**src/rtl/lease_timer_pkg.sv**
```systemverilog
package lease_timer_pkg;

    typedef enum logic [1:0] {
        THR_HALF      = 2'd0,
        THR_QUARTER   = 2'd1,
        THR_EIGHTH    = 2'd2,
        THR_SIXTEENTH = 2'd3
    } thr_sel_e;

    localparam int DEF_CYCLES_PER_SEC = 100_000_000;
    localparam int DEF_MAX_LEASE      = 86_400;
    localparam int DEF_LFSR_W         = 27;

    // Saturate a 32-bit lease to the ceiling
    function automatic logic [31:0] clamp_lease(input logic [31:0] v, input logic [31:0] cap);
        return (v > cap) ? cap : v;
    endfunction

endpackage

```
**src/rtl/lease_lfsr_prescaler.sv**
```systemverilog
module lease_lfsr_prescaler #(
    parameter int              LFSR_W         = 27,
    parameter logic [LFSR_W-1:0] POLY_LOW     = 27'h27,
    parameter logic [LFSR_W-1:0] SEED         = 27'h1,
    parameter int              CYCLES_PER_SEC = 100_000_000
) (
    input  logic clk,
    input  logic rst_n,
    input  logic restart,
    input  logic run,
    output logic tick
);

    // multiply state polynomial by x modulo the feedback polynomial
    function automatic logic [LFSR_W-1:0] xtime(input logic [LFSR_W-1:0] s);
        logic [LFSR_W-1:0] r;
        r = {s[LFSR_W-2:0], 1'b0};
        if (s[LFSR_W-1]) r = r ^ POLY_LOW;
        return r;
    endfunction

    function automatic logic [LFSR_W-1:0] mulmod(input logic [LFSR_W-1:0] a,
                                                 input logic [LFSR_W-1:0] b);
        logic [LFSR_W-1:0] r;
        r = '0;
        for (int i = LFSR_W - 1; i >= 0; i--) begin
            r = xtime(r);
            if (b[i]) r = r ^ a;
        end
        return r;
    endfunction

    // state reached after n steps from SEED, by square-and-multiply on x^n
    function automatic logic [LFSR_W-1:0] jump_state(input logic [31:0] n);
        logic [LFSR_W-1:0] acc;
        logic [LFSR_W-1:0] base;
        acc  = {{(LFSR_W-1){1'b0}}, 1'b1};
        base = {{(LFSR_W-2){1'b0}}, 2'b10};
        for (int i = 0; i < 32; i++) begin
            if (n[i]) acc = mulmod(acc, base);
            base = mulmod(base, base);
        end
        return mulmod(SEED, acc);
    endfunction

    localparam logic [31:0]       STEPS_TO_TERM = 32'(CYCLES_PER_SEC - 1);
    localparam logic [LFSR_W-1:0] TERM_STATE    = jump_state(STEPS_TO_TERM);

    typedef struct packed {
        logic [LFSR_W-1:0] lfsr;
    } pre_state_t;

    pre_state_t st_d, st_q;
    logic       at_term;

    always_comb begin
        st_d    = st_q;
        at_term = (st_q.lfsr == TERM_STATE);
        if (restart) begin
            st_d.lfsr = SEED;
        end else if (run) begin
            st_d.lfsr = at_term ? SEED : xtime(st_q.lfsr);
        end
    end

    assign tick = run && at_term && !restart;

    always_ff @(posedge clk or negedge rst_n) begin
        if (!rst_n) st_q <= '{lfsr: SEED};
        else        st_q <= st_d;
    end

endmodule

```
**src/rtl/lease_seconds_counter.sv**
```systemverilog
module lease_seconds_counter
    import lease_timer_pkg::*;
#(
    parameter int MAX_LEASE = 86_400,
    parameter int SEC_W     = 17
) (
    input  logic             clk,
    input  logic             rst_n,
    input  logic             load,
    input  logic [31:0]      lease_s,
    input  thr_sel_e         thr_sel,
    input  logic             tick,
    output logic [SEC_W-1:0] secs,
    output logic [SEC_W-1:0] thr,
    output logic             active
);

    typedef struct packed {
        logic [SEC_W-1:0] secs;
        logic [SEC_W-1:0] thr;
        logic             active;
    } cnt_state_t;

    cnt_state_t       st_d, st_q;
    logic [SEC_W-1:0] clamped;

    always_comb begin
        st_d    = st_q;
        clamped = SEC_W'(clamp_lease(lease_s, 32'(MAX_LEASE)));
        if (load) begin
            st_d.secs   = clamped;
            st_d.thr    = clamped >> (32'(thr_sel) + 32'd1);
            st_d.active = 1'b1;
        end else if (tick && (st_q.secs != '0)) begin
            st_d.secs = st_q.secs - 1'b1;
        end
    end

    always_ff @(posedge clk or negedge rst_n) begin
        if (!rst_n) st_q <= '0;
        else        st_q <= st_d;
    end

    assign secs   = st_q.secs;
    assign thr    = st_q.thr;
    assign active = st_q.active;

endmodule

```
**src/rtl/lease_timer.sv**
```systemverilog
module lease_timer
    import lease_timer_pkg::*;
#(
    parameter int CYCLES_PER_SEC = DEF_CYCLES_PER_SEC,
    parameter int MAX_LEASE      = DEF_MAX_LEASE,
    parameter int LFSR_W         = DEF_LFSR_W,
    parameter int SEC_W          = $clog2(MAX_LEASE + 1)
) (
    input  logic             clk,
    input  logic             rst_n,
    input  logic             load,
    input  logic [31:0]      lease_s,
    input  logic [1:0]       thr_sel,
    input  logic             stop,
    output logic             near_exp,
    output logic             expired,
    output logic [SEC_W-1:0] secs_left
);

    logic             tick;
    logic             run;
    logic [SEC_W-1:0] secs;
    logic [SEC_W-1:0] thr;
    logic             active;

    // prescaler runs only while a non-zero count is live and not stopped
    assign run = active && !stop && (secs != '0);

    lease_lfsr_prescaler #(
        .LFSR_W        (LFSR_W),
        .POLY_LOW      (LFSR_W'(27'h27)),
        .SEED          (LFSR_W'(1)),
        .CYCLES_PER_SEC(CYCLES_PER_SEC)
    ) u_pre (
        .clk    (clk),
        .rst_n  (rst_n),
        .restart(load),
        .run    (run),
        .tick   (tick)
    );

    lease_seconds_counter #(
        .MAX_LEASE(MAX_LEASE),
        .SEC_W    (SEC_W)
    ) u_cnt (
        .clk    (clk),
        .rst_n  (rst_n),
        .load   (load),
        .lease_s(lease_s),
        .thr_sel(thr_sel_e'(thr_sel)),
        .tick   (tick),
        .secs   (secs),
        .thr    (thr),
        .active (active)
    );

    assign secs_left = secs;
    assign expired   = active && !stop && (secs == '0);
    assign near_exp  = active && !stop && (secs <= thr);

endmodule

```
**config.mk**
```make
export PLATFORM = sky130hd
export DESIGN_NAME = lease_timer
export DESIGN_NICKNAME = d
export VERILOG_FILES = /design/src/rtl/lease_timer_pkg.sv /design/src/rtl/lease_lfsr_prescaler.sv /design/src/rtl/lease_seconds_counter.sv /design/src/rtl/lease_timer.sv
export SDC_FILE = /design/constraint.sdc
export NUM_CORES = 1
export LEC_CHECK = 0
export BUFFER_PORTS_ARGS = -buffer_cell sky130_fd_sc_hd__buf_4
export CAP_MARGIN = 20
export CORE_ASPECT_RATIO = 0.9
export CORE_MARGIN = 2
export CORE_UTILIZATION = 30
export DETAILED_ROUTE_END_ITERATION = 8
export PLACE_DENSITY = 0.47
export SYNTH_ARGS = -nofsm -noshare
export SYNTH_HDL_FRONTEND = slang
export SYNTH_HIERARCHICAL = 1
export SYNTH_SLANG_ARGS = --single-unit
export TNS_END_PERCENT = 50
```
**constraint.sdc**
```tcl
create_clock -name clk -period 3.4 [get_ports clk]
set_clock_uncertainty 0.2 [all_clocks]
set_input_delay 0.51 -clock clk [delete_from_list [all_inputs] [get_ports clk]]
set_output_delay 0.51 -clock clk [all_outputs]
set_load 0.01 [all_outputs]
```
==> results_dict.tcl, run 1 <==
set metrics [dict create \
    crit_path_start "u_cnt/secs[15]$_DFFE_PN0P_" \
    synthArstFlopShare_pct 100.0 \
    timing.rr.start "u_pre/st_q[26]$_DFFE_PN0P_" \
    hold_violations 0 \
    synthAdderAreaFrac_pct 5.928 \
    cts_tree "done" \
    post_drt_wl_per_cell_um 16.88 \
    comb_power_share_pct 11.9 \
    finalSetupTns_ns 0 \
    p_int_uw 1367 \
    cp-start-kind "register" \
    cts_sinks 61 \
    max_freq_mhz 325.0 \
    drtIter0Drc 188 \
    cts_htree_levels 3 \
    synth_compound_area_share_pct 19.10 \
    fin_crit_ns 3.077 \
    grt_antenna_before_repair 0 \
    final_common_cell "buf_4" \
    die_y_um 113.7 \
    hpwl_um 8014 \
    initial_core_util_pct 30.35 \
    syn_to_final_growth_pct 21.50 \
    layout-drive-gt1-share_pct 21.07 \
    place.gp.congestion 0.8216 \
    post_cts_buffers 0 \
    worst_slew_pin_slew_ns 0.8453 \
    ys.flop_type "dfrtp_1" \
    yosysWarnings 6 \
    reg2regPathDepth 9 \
    dieArea_sq_um 14310 \
    drt-total-wl_um 11010 \
    clk_pin_slew_ns 0.05 \
    grt_pass1_vias 3491 \
    cts_buffer_depth 2 \
    syn_area_sq_um 4010 \
    finalMaxSlewViolations 0 \
    crit_type "register to output port" \
    avgViaCountPerCell 5.255 \
    finalCritPeriodShare_pct 90.50 \
    core-area_sq_um 13210 \
    synth_mux_area_share_pct 5.211 \
    relSlewSlack_pct 43.65 \
    gr-total-overflow 0 \
    cap_violations 0 \
    drcViolationCount 0 \
    die_w_um 125.9 \
    vias 3426 \
    n_antenna_cell 0 \
    reg2reg_slack_ns 0.39 \
    first_pass_iters 4 \
    rsz0062_at_grt "no" \
    synth_xor_xnor_area_share_pct 3.495 \
    synth_fp_nets 486 \
    io_buffers 56 \
    clkLatencyLatePin_ns 0.33 \
    whs_ns 0.06513 \
    p_leak_uw 0.002092 \
    synth.avg_cell_area_sq_um 9.348 \
    setup_violations 0 \
    synthCells 429 \
    fin_util_pct 36.88 \
    hp-class "primary input to asynchronous set/reset pin" \
    critPathArrivalTime_ns 2.37 \
    synth_top_family_by_area "simple AND/OR/NAND/NOR gates" \
    drtAntennaViolNets 0 \
    grt_first_pass_wirelength_um 17970 \
    cp.required_ns 2.69 \
    synth-simple-area-share_pct 20.90 \
    p_seq_share_pct 41.7 \
    cts_resized 0 \
    hold_buffers 0 \
    netSwitchingFraction_pct 25.31 \
    fin_ws_ns 0.3230 \
    cp_max_fo 6 \
    grt_util_all_layers_pct 15.88 \
    cellPowerDensity_nw_per_um2 375.8 \
    ir_drop_mv 0.2271 \
    pwr-share-clk_pct 46.4 \
    final_cell_mix "65 x buf_4, 60 x dfrtp_1, 43 x inv_1" \
    outcome "complete, no violations" \
    pre_cts_slack_ns 0.4239 \
    grt_max_degree 62 \
    seq_area_frac_synth_pct 38.10 \
    cp-end-kind "output port" \
    io_pins 57 \
    synth_edf_count 0 \
    p_sw_uw 463.4 \
    fin_nets 536 \
    ys_ff_latch 61 \
    cts-buffers-inserted 9 \
    ys_types 67 \
    rows 40 \
    r2r-end "u_cnt/secs[15]$_DFFE_PN0P_" \
    cts_root_buffer "clkbuf_16" \
]
## cell usage after synthesis, drive strengths merged, types with 3 or more instances
cell,count,share of area (%)
dfrtp,60,37
inv,44,4.1
nor2,32,3.0
nand2,26,2.4
clkbuf,19,1.8
ha,19,5.9
nand3b,19,3.6
o32ai,17,4.1
o21ai,15,1.9
a21oi,13,1.8
mux2i,13,3.2
a22o,10,2.2
nor4,10,2.1
xnor2,10,2.2
nand3,8,1.0
buf,7,1.3
nand4,7,1.1
nor3,7,0.87
o221ai,6,1.5
xor2,6,1.3
nor2b,5,0.78
o211ai,5,0.94
a31oi,4,0.62
and3,4,0.62
nand4b,4,0.87
o2bb2ai,4,0.87
or3,4,0.62
a211oi,3,0.56
a21o,3,0.56
a221o,3,0.75
mux2,3,0.84
nand2b,3,0.47
o21a,3,0.56
o31ai,3,0.56
or2,3,0.47
## layer usage
| metal | GRT usage (%) | up-vias | wire, um |
|---|---|---|---|
| met2 | 26.02 | 70 | 5185 |
| li1 | - | 1681 | - |
| met1 | 21.13 | 1657 | 5214 |
| met3 | 3.612 | 18 | 448 |
| met5 | 0 | - | 0 |
| met4 | 4.762 | 0 | 160 |
## metrics by stage
stage	cell area (sq um)	total power (uW)	cells
2_1_floorplan	4010	892.3	429
3_3_place_gp	4593	993.2	636
3_5_place_dp	4593	995.7	636
4_1_cts	4872	1860	652
5_1_grt	4872	1915	652
6_report	4872	1831	652
## power by group through the flow
| stage | clock network, uW | logic (uW) | registers, uW |
|---|---|---|---|
| 2_1_floorplan | 0 | 121 | 771 |
| 3_3_place_gp | 0 | 217 | 776 |
| 3_5_place_dp | 0 | 220 | 776 |
| 4_1_cts | 876 | 220 | 764 |
| 5_1_grt | 907 | 243 | 766 |
| 6_report | 850 | 217 | 763 |
## final cells by class
class / instances / area (sq um)
fillers: 1377 / 8341
multi-input cells: 298 / 2202
clock inverters: 4 / 22.52
repair buffers: 65 / 488.0
flip-flops and latches: 61 / 1528
inverters: 44 / 165.2
clock buffers: 12 / 256.5
well taps: 168 / 210.2
## worst max-delay path: stages (launching register included)
cell and delay (ns):
dfrtp_1 0.46, ha_1 0.36, and4_1 0.26, a2111oi_2 0.39
o221ai_1 0.19, o31ai_1 0.16, buf_4 0.21
## registers in the layout (all words and copies together), names as in the netlist
register,count
u_cnt/active,1
u_cnt/secs,17
u_cnt/thr,16
u_pre/st_q,27
## worst max-delay path by stage
stage / to / slack [ns] / cells after the start
after detailed placement: u_cnt/secs[15]$_DFFE_PN0P_ / 0.42 / 9
after CTS: near_exp / 0.27 / 6
final: near_exp / 0.32 / 6
after global routing: u_cnt/secs[11]$_DFFE_PN0P_ / 0.13 / 9
after floorplan: u_cnt/secs[15]$_DFFE_PN0P_ / 0.34 / 9
after global placement: u_cnt/secs[15]$_DFFE_PN0P_ / 0.46 / 9
## logic make-up after synthesis
family,after synthesis
and+or+nand+nor,145
AOI/OAI and AO/OA,99
buffers and inverters,70
DFF,61
adders and majority gates,19
muxes,18
xor gates and xnor gates,16
other,1
(Power assumes the default switching activity.)
==> inputs of run 2 (changes only) <==
clock period = 3.2 ns   (was 3.4 ns; I/O delays follow)
==> run 2 against run 1 <==
  * Combinational power increased by 6%
  * Sequential power increased by 6.3%
  * Via count about the same
  * Hold slack got worse by 0.027 ns
  * Clock power increased by 19%
  * Critical path type unchanged
  * Largest cell class unchanged
  * Setup slack got worse by 0.18 ns
  * Flip-flop and latch count unchanged
  * Count of clock-buffer cells in the layout unchanged
==> results_dict.tcl, run 2 (synthesized netlist as in run 1, its figures left out) <==
set metrics [dict create \
    outcome "complete, no violations" \
    max_freq_mhz 327.0 \
    vias 3429 \
    die_w_um 125.9 \
    io_buffers 56 \
    critPathArrivalTime_ns 2.38 \
    grt_max_degree 62 \
    gr-total-overflow 0 \
    rows 40 \
    reg2regPathDepth 9 \
    clk_pin_slew_ns 0.05 \
    worst_slew_pin_slew_ns 0.8100 \
    final_cell_mix "68 x buf_4, 60 x dfrtp_1, 43 x inv_1" \
    regMostFlops "u_pre/st_q" \
    netSwitchingFraction_pct 24.16 \
    reg2reg_slack_ns 0.35 \
    dieArea_sq_um 14310 \
    cp.required_ns 2.52 \
    n_antenna_cell 0 \
    cts_root_buffer "clkbuf_16" \
    layout-drive-gt1-share_pct 21.97 \
    clkLatencyLatePin_ns 0.33 \
    cp-end-kind "output port" \
    drtIter0Drc 222 \
    io_pins 57 \
    hp-class "primary input to asynchronous set/reset pin" \
    grt_first_pass_wirelength_um 18330 \
    core-area_sq_um 13210 \
    post_drt_wl_per_cell_um 17.12 \
    p_int_uw 1553 \
    cp_max_fo 6 \
    r2r-end "u_cnt/secs[15]$_DFFE_PN0P_" \
    fin_util_pct 37.34 \
    relSlewSlack_pct 46.00 \
    p_seq_share_pct 39.6 \
    cts_buffer_depth 2 \
    fin_crit_ns 3.058 \
    die_y_um 113.7 \
    timing.rr.start "u_pre/st_q[19]$_DFFE_PN0P_" \
    post_cts_buffers 0 \
    use_met2_pct 27.03 \
    cp-start-kind "register" \
    final_common_cell "buf_4" \
    largest_reg_flops 27 \
    setup_violations 0 \
    finalMaxSlewViolations 0 \
    grt_util_all_layers_pct 16.26 \
    cts_htree_levels 3 \
    place.gp.congestion 0.7633 \
    avgViaCountPerCell 5.235 \
    finalCritPeriodShare_pct 95.56 \
    grt_util_met3_pct 4.174 \
    grt_antenna_before_repair 0 \
    comb_power_share_pct 11.3 \
    gr-usage-met1_pct 21.74 \
    cellPowerDensity_nw_per_um2 415.1 \
    hpwl_um 8118 \
    hold_buffers 0 \
    fin_nets 539 \
    initial_core_util_pct 30.35 \
    cts-buffers-inserted 9 \
    drcViolationCount 0 \
    rsz0062_at_grt "no" \
    p_leak_uw 0.002130 \
    drt-total-wl_um 11210 \
    first_pass_iters 5 \
    syn_to_final_growth_pct 23.03 \
    crit_type "register to output port" \
    cap_violations 0 \
    cts_tree "done" \
    hold_violations 0 \
    p_sw_uw 494.8 \
    top_usage_layer "met2" \
    finalSetupTns_ns 0 \
    cts_sinks 61 \
    drtAntennaViolNets 0 \
    grt_pass1_vias 3504 \
    pwr-share-clk_pct 49.1 \
    ir_drop_mv 0.2407 \
]
run 2: metal layers:
metal / wire, um / up-vias
li1: - / 1680
met1: 5313 / 1660
met2: 5374 / 81
met3: 426 / 8
met4: 101 / 0
met5: 0 / -
run 2: worst max-delay path, cell delays in order (launching register included):
cell	delay, ns
dfrtp_1	0.47
ha_1	0.36
a21oi_2	0.12
o21ai_1	0.09
a2111oi_2	0.45
o221ai_1	0.19
o31ai_1	0.16
buf_4	0.21
run 2: worst max path at each step:
stage | start | end | slack (ns)
after floorplan | u_pre/st_q[20]$_DFFE_PN0P_ | u_cnt/secs[15]$_DFFE_PN0P_ | 0.14
after global placement | u_pre/st_q[20]$_DFFE_PN0P_ | u_cnt/secs[15]$_DFFE_PN0P_ | 0.28
after detailed placement | u_pre/st_q[20]$_DFFE_PN0P_ | u_cnt/secs[15]$_DFFE_PN0P_ | 0.21
after CTS | u_cnt/secs[15]$_DFFE_PN0P_ | near_exp | 0.09
after global routing | u_cnt/secs[12]$_DFFE_PN0P_ | near_exp | 0.03
final | u_cnt/secs[10]$_DFFE_PN0P_ | near_exp | 0.14
run 2: final cells by class:
class | instances | area (sq um)
repair buffers | 68 | 510.5
flip-flops and latches | 61 | 1528
clock buffers | 12 | 266.5
clock inverters | 4 | 45.04
well taps | 168 | 210.2
fillers | 1373 | 8279
multi-input cells | 298 | 2208
inverters | 44 | 165.2
run 2: per-stage QoR:
step	cells	setup WS, ns	hold slack (ns)	total power (uW)	area, sq um
2_1_floorplan	429	0.1364	-0.01559	948.1	4010
3_3_place_gp	639	0.2832	0.2549	1055	4616
3_5_place_dp	639	0.2092	0.2564	1059	4616
4_1_cts	655	0.08955	0.07410	2083	4927
5_1_grt	655	0.03034	0.1048	2141	4933
6_report	655	0.1420	0.03857	2048	4933
run 2: repair_timing:
item                       4_1_cts  5_1_grt
gates resized for setup          0        1
setup endpoints to repair        0        2
hold endpoints to repair         0        0
run 2: power groups by stage:
stage	Clock, uW	Combinational [uW]	Sequential [uW]
after floorplan	0	129	819
after global placement	0	230	824
after detailed placement	0	234	825
after CTS	1040	234	811
after global routing	1070	258	815
final	1010	231	811
==> inputs of run 3 (changes only) <==
RECOVER_POWER = 100   (was unset)
==> run 3 against run 2 <==
  * The run now ends with capacitance limit, slew limit left
  * Critical endpoint unchanged
  * Combinational power down 3%
  * Clock power about the same
  * Hold slack better by 0.17 ns
  * Largest power group unchanged
  * Register-to-register slack worse by 0.05 ns
  * Critical path depth unchanged
  * Count of clock-buffer cells in the layout unchanged
  * First-iteration DRC count down 9.0%
  * Core utilization down 0.98 points
  * Sequential power about the same
  * Highest routed layer unchanged
  * Die area unchanged
  * Via count up 0.99%
==> results_dict.tcl, run 3 (synthesized netlist as in run 1, its figures left out) <==
set metrics [dict create \
    max_freq_mhz 327.0 \
    post_cts_buffers 0 \
    n_fill_cell 1391 \
    cp-start-kind "register" \
    fin_crit_ns 3.059 \
    finalMaxSlewViolations 62 \
    io_pins 57 \
    violations "capacitance limit, slew limit" \
    die_y_um 113.7 \
    total_power_uw 2040 \
    drcViolationCount 0 \
    worst-path-buf-inv 1 \
    drtIter0Drc 202 \
    regMostFlops "u_pre/st_q" \
    avgViaCountPerCell 5.287 \
    layout-drive-gt1-share_pct 15.81 \
    clk_pin_slew_ns 0.05 \
    cellPowerDensity_nw_per_um2 424.7 \
    vias 3463 \
    cp_max_fo 6 \
    setup_violations 0 \
    largest_reg_flops 27 \
    syn_to_final_growth_pct 19.78 \
    fin_ws_ns 0.1414 \
    crit_type "register to output port" \
    outcome "finished, violations left" \
    hold_buffers 0 \
    cp.required_ns 2.52 \
    die_w_um 125.9 \
    io_buffers 56 \
    cts_resized 0 \
    crit_slowest_cell "dfrtp_1" \
    cts_root_buffer "clkbuf_16" \
    rows 40 \
    finalSetupTns_ns 0 \
    dieArea_sq_um 14310 \
    relSlewSlack_pct -5.327 \
    worstPathCellList "ha_1 > a21oi_2 > o21ai_1 > a2111oi_2 > o221ai_1 > o31ai_1 > clkbuf_1" \
    grt_max_degree 62 \
    fin_nets 539 \
    hpwl_um 8118 \
    cts_tree "done" \
    place.gp.congestion 0.7633 \
    cts_htree_levels 3 \
    p_leak_uw 0.002027 \
    pre_cts_slack_ns 0.2092 \
    gr-total-overflow 0 \
    first_pass_iters 4 \
    drtAntennaViolNets 0 \
    clkLatencyLatePin_ns 0.33 \
    cp-end-kind "output port" \
    finalCritPeriodShare_pct 95.58 \
    final_common_cell "dfrtp_1" \
    cap_violations 1 \
    grt_antenna_before_repair 0 \
    max_stage_delay_ns 0.47 \
    core-area_sq_um 13210 \
    drt-total-wl_um 11190 \
    initial_core_util_pct 30.35 \
    critPathArrivalTime_ns 2.38 \
    hp-class "primary input to register" \
    ff_latch_area_sq_um 1528 \
    crit_family "compound AO/OA/AOI/OAI gates" \
    ir_drop_mv 0.2501 \
    cts-buffers-inserted 9 \
    hold_violations 0 \
    post_drt_wl_per_cell_um 17.08 \
    cts_sinks 61 \
    rsz0062_at_grt "no" \
    cts_buffer_depth 2 \
    multi_input_area_sq_um 2176 \
    grt_pass1_vias 3504 \
    grt_util_all_layers_pct 16.26 \
    grt_first_pass_wirelength_um 18330 \
    worst_slew_pin_slew_ns 1.580 \
    final_cell_mix "60 x dfrtp_1, 43 x inv_1, 41 x buf_4" \
    n_antenna_cell 0 \
]
==> run 3: worst paths after layout <==
| check | from | to | slack, ns | cells after the start |
|---|---|---|---|---|
| max | u_cnt/secs[10]$_DFFE_PN0P_ | near_exp | 0.14 | 7 |
| min | lease_s[4] | u_cnt/secs[4]$_DFFE_PN0P_ | 0.21 | 2 |
| max reg2reg | u_pre/st_q[19]$_DFFE_PN0P_ | u_cnt/secs[15]$_DFFE_PN0P_ | 0.30 | 9 |
| min reg2reg | u_cnt/active$_DFFE_PN0P_ | u_cnt/active$_DFFE_PN0P_ | 0.26 | 1 |
| max in group asynchronous | rst_n | u_pre/st_q[4]$_DFFE_PN0P_ | 1.50 | 1 |
| min in group asynchronous | rst_n | u_pre/st_q[15]$_DFFE_PN0P_ | 0.34 | 1 |
==> run 3: routing by layer <==
metal	wire [um]	global-route usage, %
met1	5243	21.74
met2	5387	27.03
met3	452	4.174
met4	102	3.077
met5	0	0
==> run 3: area by class of cell <==
| class | instances | share of cell area, % |
|---|---|---|
| Multi-Input combinational cell | 298 | 45.30 |
| Clock inverter | 4 | 0.9377 |
| Inverter | 44 | 3.438 |
| Sequential cell | 61 | 31.81 |
| Tap cell | 168 | 4.376 |
| Clock buffer | 12 | 5.548 |
| Timing Repair Buffer | 68 | 8.596 |
==> run 3: power by group <==
part | switching, uW | internal [uW]
sequential | 16.7 | 794
combinational | 132 | 92.1
clock | 343 | 662
total | 492 | 1550
==> run 3: worst reg2reg max path, cell delays in order (launching register included) <==
cell and delay (ns):
dfrtp_1 0.39, nand4bb_1 0.17, or4_1 0.52, nor4_4 0.18, and3b_1 0.25, nor4b_2 0.26, and3_1 0.31, nand3_1 0.12
xnor2_1 0.15, a22o_1 0.23
==> run 3: per-stage QoR <==
step / hold WS, ns / cells / utilization [%] / area (sq um)
3_3_place_gp: 0.2549 / 639 / 34.93 / 4616
4_1_cts: 0.07410 / 655 / 37.29 / 4927
6_report: 0.2107 / 655 / 36.35 / 4803
5_1_grt: 0.2050 / 655 / 36.35 / 4803
3_5_place_dp: 0.2564 / 639 / 34.93 / 4616
2_1_floorplan: -0.01559 / 429 / - / 4010
